<file path="config.mk">
export PLATFORM = sky130hd
export DESIGN_NAME = irq_entry_seq
export DESIGN_NICKNAME = d
export VERILOG_FILES = /design/src/rtl/irq_entry_pkg.sv /design/src/rtl/irq_entry_ctrl.sv /design/src/rtl/irq_entry_dp.sv /design/src/rtl/irq_entry_seq.sv
export SDC_FILE = /design/constraint.sdc
export NUM_CORES = 1
export LEC_CHECK = 0
export BUFFER_PORTS_ARGS = -buffer_cell sky130_fd_sc_hd__buf_2
export CELL_PAD_IN_SITES_DETAIL_PLACEMENT = 0
export CELL_PAD_IN_SITES_GLOBAL_PLACEMENT = 1
export CORE_MARGIN = 2
export CORE_UTILIZATION = 35
export DETAILED_ROUTE_END_ITERATION = 7
export HOLD_SLACK_MARGIN = 0.05
export PLACE_DENSITY_LB_ADDON = 0.1
export SLEW_MARGIN = 20
export SYNTH_ARGS = -nofsm -noshare
export SYNTH_HDL_FRONTEND = slang
export SYNTH_SLANG_ARGS = --single-unit
</file>
<file path="constraint.sdc">
create_clock -name clk -period 2.65 [get_ports clk]
set_clock_uncertainty 0.05 [all_clocks]
set_input_delay 0.1325 -clock clk [delete_from_list [all_inputs] [get_ports clk]]
set_output_delay 0.1325 -clock clk [all_outputs]
set_load 0.005 [all_outputs]
</file>
<file path="src/rtl/irq_entry_pkg.sv">
package irq_entry_pkg;
  localparam int STEP_W = 3;
  typedef logic [STEP_W-1:0] step_t;

  localparam step_t STEP_PUSH_HI = 3'd2;
  localparam step_t STEP_PUSH_LO = 3'd3;
  localparam step_t STEP_PUSH_P  = 3'd4;
  localparam step_t STEP_VEC_LO  = 3'd5;
  localparam step_t STEP_VEC_HI  = 3'd6;

  localparam int I_BIT = 2;
  localparam int B_BIT = 4;
  localparam int U_BIT = 5;

  typedef enum logic [1:0] {KIND_BRK, KIND_IRQ, KIND_NMI} kind_e;

  typedef struct packed {
    logic latchStart;
    logic startBrk;
    logic seqOn;
    logic pushHi;
    logic pushLo;
    logic pushP;
    logic vecLo;
    logic vecHi;
    logic vecNmi;
  } ctrl_strobes_t;
endpackage

</file>
<file path="src/rtl/irq_entry_ctrl.sv">
module irq_entry_ctrl
  import irq_entry_pkg::*;
(
  input  logic          clk,
  input  logic          rstN,
  input  logic          cycleEn,
  input  logic          instrBoundary,
  input  logic          brkDecode,
  input  logic          iFlag,
  input  logic          nmiN,
  input  logic          irqN,
  output ctrl_strobes_t strobes,
  output logic          seqActive
);
  logic  active;
  step_t step;
  kind_e kind;
  logic  nmiPrev, nmiPend, vecNmiQ;

  logic  irqOk, startReq, pollNow, nmiEdge, useNmiNow, nmiServe;
  kind_e pickKind;

  always_comb begin
    irqOk     = !irqN && !iFlag;
    startReq  = nmiPend || irqOk || brkDecode;
    pollNow   = !active && instrBoundary && startReq;
    if (nmiPend)    pickKind = KIND_NMI;
    else if (irqOk) pickKind = KIND_IRQ;
    else            pickKind = KIND_BRK;
    nmiEdge   = nmiPrev && !nmiN;
    // vector choice: own NMI entry, or an NMI latched before step 5 (takeover)
    useNmiNow = (kind == KIND_NMI) || nmiPend;
    nmiServe  = active && (step == STEP_VEC_LO) && useNmiNow;
  end

  always_ff @(posedge clk) begin
    if (!rstN) begin
      active  <= 1'b0;
      step    <= '0;
      kind    <= KIND_IRQ;
      nmiPrev <= 1'b1;
      nmiPend <= 1'b0;
      vecNmiQ <= 1'b0;
    end else if (cycleEn) begin
      nmiPrev <= nmiN;
      nmiPend <= nmiEdge || (nmiPend && !nmiServe);
      if (pollNow) begin
        active <= 1'b1;
        step   <= '0;
        kind   <= pickKind;
      end else if (active) begin
        if (step == STEP_VEC_LO) vecNmiQ <= useNmiNow;
        if (step == STEP_VEC_HI) begin
          active <= 1'b0;
          step   <= '0;
        end else begin
          step <= step + 1'b1;
        end
      end
    end
  end

  always_comb begin
    strobes.latchStart = pollNow;
    strobes.startBrk   = (pickKind == KIND_BRK);
    strobes.seqOn      = active;
    strobes.pushHi     = active && (step == STEP_PUSH_HI);
    strobes.pushLo     = active && (step == STEP_PUSH_LO);
    strobes.pushP      = active && (step == STEP_PUSH_P);
    strobes.vecLo      = active && (step == STEP_VEC_LO);
    strobes.vecHi      = active && (step == STEP_VEC_HI);
    strobes.vecNmi     = (step == STEP_VEC_LO) ? useNmiNow : vecNmiQ;
  end

  assign seqActive = active;
endmodule

</file>
<file path="src/rtl/irq_entry_dp.sv">
module irq_entry_dp
  import irq_entry_pkg::*;
#(
  parameter logic [15:0] VEC_NMI    = 16'hFFFA,
  parameter logic [15:0] VEC_IRQ    = 16'hFFFE,
  parameter logic [7:0]  STACK_PAGE = 8'h01,
  parameter logic [15:0] BRK_SKIP   = 16'd2
) (
  input  logic          clk,
  input  logic          rstN,
  input  logic          cycleEn,
  input  ctrl_strobes_t strobes,
  input  logic [15:0]   pcIn,
  input  logic [7:0]    pIn,
  input  logic [7:0]    spIn,
  input  logic [7:0]    busRData,
  output logic [15:0]   busAddr,
  output logic [7:0]    busWData,
  output logic          busWrite,
  output logic [15:0]   pcOut,
  output logic          pcLoad,
  output logic [7:0]    spOut,
  output logic          spLoad,
  output logic          setIFlag
);
  logic [15:0] retPc;
  logic [7:0]  pSave, spWork, vecLoQ, pFrame;
  logic [15:0] vecBase;
  logic        pushAny;

  always_comb begin
    pFrame        = pIn;
    pFrame[U_BIT] = 1'b1;
    pFrame[B_BIT] = strobes.startBrk;
    pushAny       = strobes.pushHi || strobes.pushLo || strobes.pushP;
    vecBase       = strobes.vecNmi ? VEC_NMI : VEC_IRQ;
  end

  always_ff @(posedge clk) begin
    if (!rstN) begin
      retPc  <= '0;
      pSave  <= '0;
      spWork <= '0;
      vecLoQ <= '0;
    end else if (cycleEn) begin
      if (strobes.latchStart) begin
        retPc  <= strobes.startBrk ? pcIn + BRK_SKIP : pcIn;
        pSave  <= pFrame;
        spWork <= spIn;
      end else if (pushAny) begin
        spWork <= spWork - 8'd1;
      end
      if (strobes.vecLo) vecLoQ <= busRData;
    end
  end

  always_comb begin
    busAddr  = '0;
    busWData = '0;
    if (pushAny)             busAddr = {STACK_PAGE, spWork};
    else if (strobes.vecLo)  busAddr = vecBase;
    else if (strobes.vecHi)  busAddr = vecBase + 16'd1;
    else if (strobes.seqOn)  busAddr = retPc;
    if (strobes.pushHi)      busWData = retPc[15:8];
    else if (strobes.pushLo) busWData = retPc[7:0];
    else if (strobes.pushP)  busWData = pSave;
  end

  assign busWrite = cycleEn && pushAny;
  assign pcOut    = {busRData, vecLoQ};
  assign pcLoad   = cycleEn && strobes.vecHi;
  assign spOut    = spWork;
  assign spLoad   = cycleEn && strobes.vecHi;
  assign setIFlag = cycleEn && strobes.vecLo;
endmodule

</file>
<file path="src/rtl/irq_entry_seq.sv">
module irq_entry_seq
  import irq_entry_pkg::*;
#(
  parameter logic [15:0] VEC_NMI    = 16'hFFFA,
  parameter logic [15:0] VEC_IRQ    = 16'hFFFE,
  parameter logic [7:0]  STACK_PAGE = 8'h01,
  parameter logic [15:0] BRK_SKIP   = 16'd2
) (
  input  logic        clk,
  input  logic        rstN,
  input  logic        cycleEn,
  input  logic        instrBoundary,
  input  logic        brkDecode,
  input  logic [15:0] pcIn,
  input  logic [7:0]  pIn,
  input  logic [7:0]  spIn,
  input  logic        nmiN,
  input  logic        irqN,
  input  logic [7:0]  busRData,
  output logic [15:0] busAddr,
  output logic [7:0]  busWData,
  output logic        busWrite,
  output logic        seqActive,
  output logic [15:0] pcOut,
  output logic        pcLoad,
  output logic [7:0]  spOut,
  output logic        spLoad,
  output logic        setIFlag
);
  ctrl_strobes_t strobes;

  irq_entry_ctrl u_ctrl (
    .clk(clk), .rstN(rstN), .cycleEn(cycleEn), .instrBoundary(instrBoundary),
    .brkDecode(brkDecode), .iFlag(pIn[I_BIT]), .nmiN(nmiN), .irqN(irqN),
    .strobes(strobes), .seqActive(seqActive)
  );

  irq_entry_dp #(
    .VEC_NMI(VEC_NMI), .VEC_IRQ(VEC_IRQ), .STACK_PAGE(STACK_PAGE), .BRK_SKIP(BRK_SKIP)
  ) u_dp (
    .clk(clk), .rstN(rstN), .cycleEn(cycleEn), .strobes(strobes),
    .pcIn(pcIn), .pIn(pIn), .spIn(spIn), .busRData(busRData),
    .busAddr(busAddr), .busWData(busWData), .busWrite(busWrite),
    .pcOut(pcOut), .pcLoad(pcLoad), .spOut(spOut), .spLoad(spLoad),
    .setIFlag(setIFlag)
  );
endmodule

</file>
==> results.sh <==
export IMPL_grtUsageTotal=0.187
export IMPL_min_path_type="in -> reg"
export IMPL_yosysWarnings=0
export IMPL_dr_pass1_iters=4
export IMPL_num_vias=2852
export IMPL_r2r_start="u_ctrl.step[2]"
export IMPL_drt_initial_drc_count=119
export IMPL_crit_fanout=11
export IMPL_p_sw_frac=0.284
export IMPL_ir_drop_mv=0.242
export IMPL_worst_r2r_setup_slack_ps=420
export IMPL_drt_vias_per_instance=5.00
export IMPL_crit_path_start="u_ctrl.step[2]"
export IMPL_synth_async_sr_flop_share=0
export IMPL_chipWidth_microns=93.3
export IMPL_power_leakage_nw=1.48
export IMPL_comb_power_share=0.175
export IMPL_relSlewSlack=0.651
export IMPL_tns_ps=0
export IMPL_finalSetupViolations=0
export IMPL_placed_area_sq_um=3290
export IMPL_fin_area_sq_um=3550
export IMPL_netSwitchingPower_uw=439
export IMPL_ys_flop_type="dfxtp_1"
export IMPL_start_kind="flop"
export IMPL_grt_max_degree=42
export IMPL_core_area_sq_um=7730
export IMPL_fin_nets=517
export IMPL_seqPwrFrac=0.523
export IMPL_grt_overflow=0
export IMPL_numCtsBuffers=5
export IMPL_crit_required_ps=2470
export IMPL_p_total_mw=1.55
export IMPL_p_int_mw=1.11
export IMPL_diodes=0
export IMPL_clk_pin_slew_ps=90
export IMPL_synth_top_cell_area_share=0.352
export IMPL_ctsRootBufferMaster="clkbuf_8"
export IMPL_ant_nets=0
export IMPL_cts_resized=0
export IMPL_cap_violations=0
export IMPL_synth_largest_area_cell="dfxtp_1"
export IMPL_synth_seq_area_share=0.352
export IMPL_pin_count=100
export IMPL_end_kind="output pin"
export IMPL_worstPathArrival_ps=2200
export IMPL_r2r_cells=7
export IMPL_area_delta_synth_final_pct=27.2
export IMPL_outcome="completed"
export IMPL_powerDensity_nw_per_um2=436
export IMPL_cts_htree_levels=2
export IMPL_timing_rr_end="u_dp.spOut[0]"
export IMPL_syn_mean_instance_area_sq_um=7.52
export IMPL_clock_path_buffers=2
export IMPL_synth_seq_cells=49
export IMPL_place_gp_congestion=0.857
export IMPL_syn_num_nets=421
export IMPL_start_util=0.361
export IMPL_synth_edff_count=0
export IMPL_fill_cells=828
export IMPL_post_drt_wl_per_cell_microns=14.1
export IMPL_netlist_top_cells_area="dfxtp_1, nand2_1, a21oi_1, o21ai_0, nor2_1"
export IMPL_fmax_mhz=420
export IMPL_wl_microns=8040
export IMPL_post_place_ws_ps=449
export IMPL_finalHoldViolCount=0
export IMPL_syn_cell_area_sq_um=2790
export IMPL_drive_above_1_share=0.269
export IMPL_antenna_found_initial=0
export IMPL_cts_sinks=49
export IMPL_clockPowerShare=0.302
export IMPL_cp_endpoint="busAddr[12]"
export IMPL_cts_tree="done"
export IMPL_die_height_microns=93.3
export IMPL_dpl_hpwl_microns=6010
export IMPL_worstMarginPinSlew_ps=523
export IMPL_dieArea_sq_um=8700
export IMPL_row_count=32
export IMPL_rsz0062_at_grt="false"
export IMPL_finalMaxSlewViolations=0
export IMPL_fin_crit_sh=0.898
export IMPL_period_needed_ps=2380
export IMPL_fin_ws_ps=270
export IMPL_syn_inst=371
export IMPL_drc=0
export IMPL_crit_type="reg -> out"
export IMPL_final_common_cell="buf_2"
export IMPL_layout_common_cells="buf_2, nand2_1, dfxtp_1"
export IMPL_grt_first_pass_wirelength_microns=13100
export IMPL_final_core_util=0.459
export IMPL_clkLatencyLatePin_ps=290
export IMPL_grt_pass1_vias=2642
export IMPL_numPortBuffers=97
export IMPL_synth_distinct_cells=51
[kinds of logic after synthesis]
kind of cell,count (synthesis),share of synthesized area
compound gates,125,0.285
xor+xnor,15,0.0471
fa+ha+maj,3,0.0135
buf+inv,46,0.0830
flops,49,0.352
mux,1,0.00359
simple gates,132,0.216
[sequential cells by signal, indices dropped and copies added (netlist names)]
signal / cells
u_ctrl.kind: 2
u_dp.pSave: 8
u_dp.spOut: 8
u_ctrl.vecNmiQ: 1
u_ctrl.seqActive: 1
u_ctrl.step: 3
u_ctrl.nmiPrev: 1
u_ctrl.nmiPend: 1
u_dp.retPc: 16
u_dp.vecLoQ: 8
[cell usage after synthesis (9+ instances only)]
| library cell | n |
|---|---|
| xor2_1 | 10 |
| nand2_1 | 65 |
| a22oi_1 | 9 |
| o21ai_0 | 34 |
| clkbuf_1 | 10 |
| nor2_1 | 27 |
| a21oi_1 | 37 |
| buf_4 | 12 |
| buf_2 | 10 |
| dfxtp_1 | 49 |
| inv_1 | 10 |
[cell type report]
type / instances / area (sq um) / share of cell area
clock buffers: 6 / 82.6 / 0.0233
flip-flops and latches: 49 / 981 / 0.277
well taps: 102 / 128 / 0.0360
clock inverters: 2 / 13.8 / 0.00388
multi-input cells: 276 / 1580 / 0.444
repair buffers: 123 / 721 / 0.203
inverters: 12 / 45.0 / 0.0127
[what timing repair did]
action / in CTS / in global routing
setup buffers: 0 / 0
hold buffers: 16 / 0
endpoints found under the hold margin: 16 / 0
[metal layers]
layer / global-route usage / share of wire
met4: 0.0355 / 0.0040
met2: 0.283 / 0.43
met1: 0.275 / 0.51
met3: 0.0379 / 0.056
met5: 0 / 0
[power by group through the flow]
stage | logic [mW] | clock network, mW | registers, mW
detailed placement | 0.255 | 0 | 0.826
floorplan | 0.166 | 0 | 0.811
finish | 0.271 | 0.468 | 0.809
global route | 0.305 | 0.512 | 0.814
CTS | 0.273 | 0.481 | 0.809
global placement | 0.252 | 0 | 0.825
[worst max-delay path, cell delays in order (launching register included)]
cell,delay (ps)
dfxtp_1,510
inv_1,110
ha_1,250
and2_1,180
a31o_2,300
nor2b_1,140
buf_4,160
o21a_1,130
buf_2,110
[how the worst min path moves through the flow]
stage,startpoint,to,slack [ps],cells past startpoint
4_1_cts,pcIn[2],u_dp.retPc[2],80,3
5_1_grt,pcIn[2],u_dp.retPc[2],90,3
6_report,pcIn[2],u_dp.retPc[2],90,3
2_1_floorplan,nmiN,u_ctrl.nmiPrev,210,2
3_5_place_dp,nmiN,u_ctrl.nmiPrev,320,3
3_3_place_gp,nmiN,u_ctrl.nmiPrev,320,3
[stage by stage]
step / hold slack (ps) / cells
4_1_cts: 78.5 / 570
3_3_place_gp: 317 / 546
3_5_place_dp: 320 / 546
6_report: 86.1 / 570
2_1_floorplan: 211 / 371
5_1_grt: 91.9 / 570
Power figures use the tool's default switching activity.
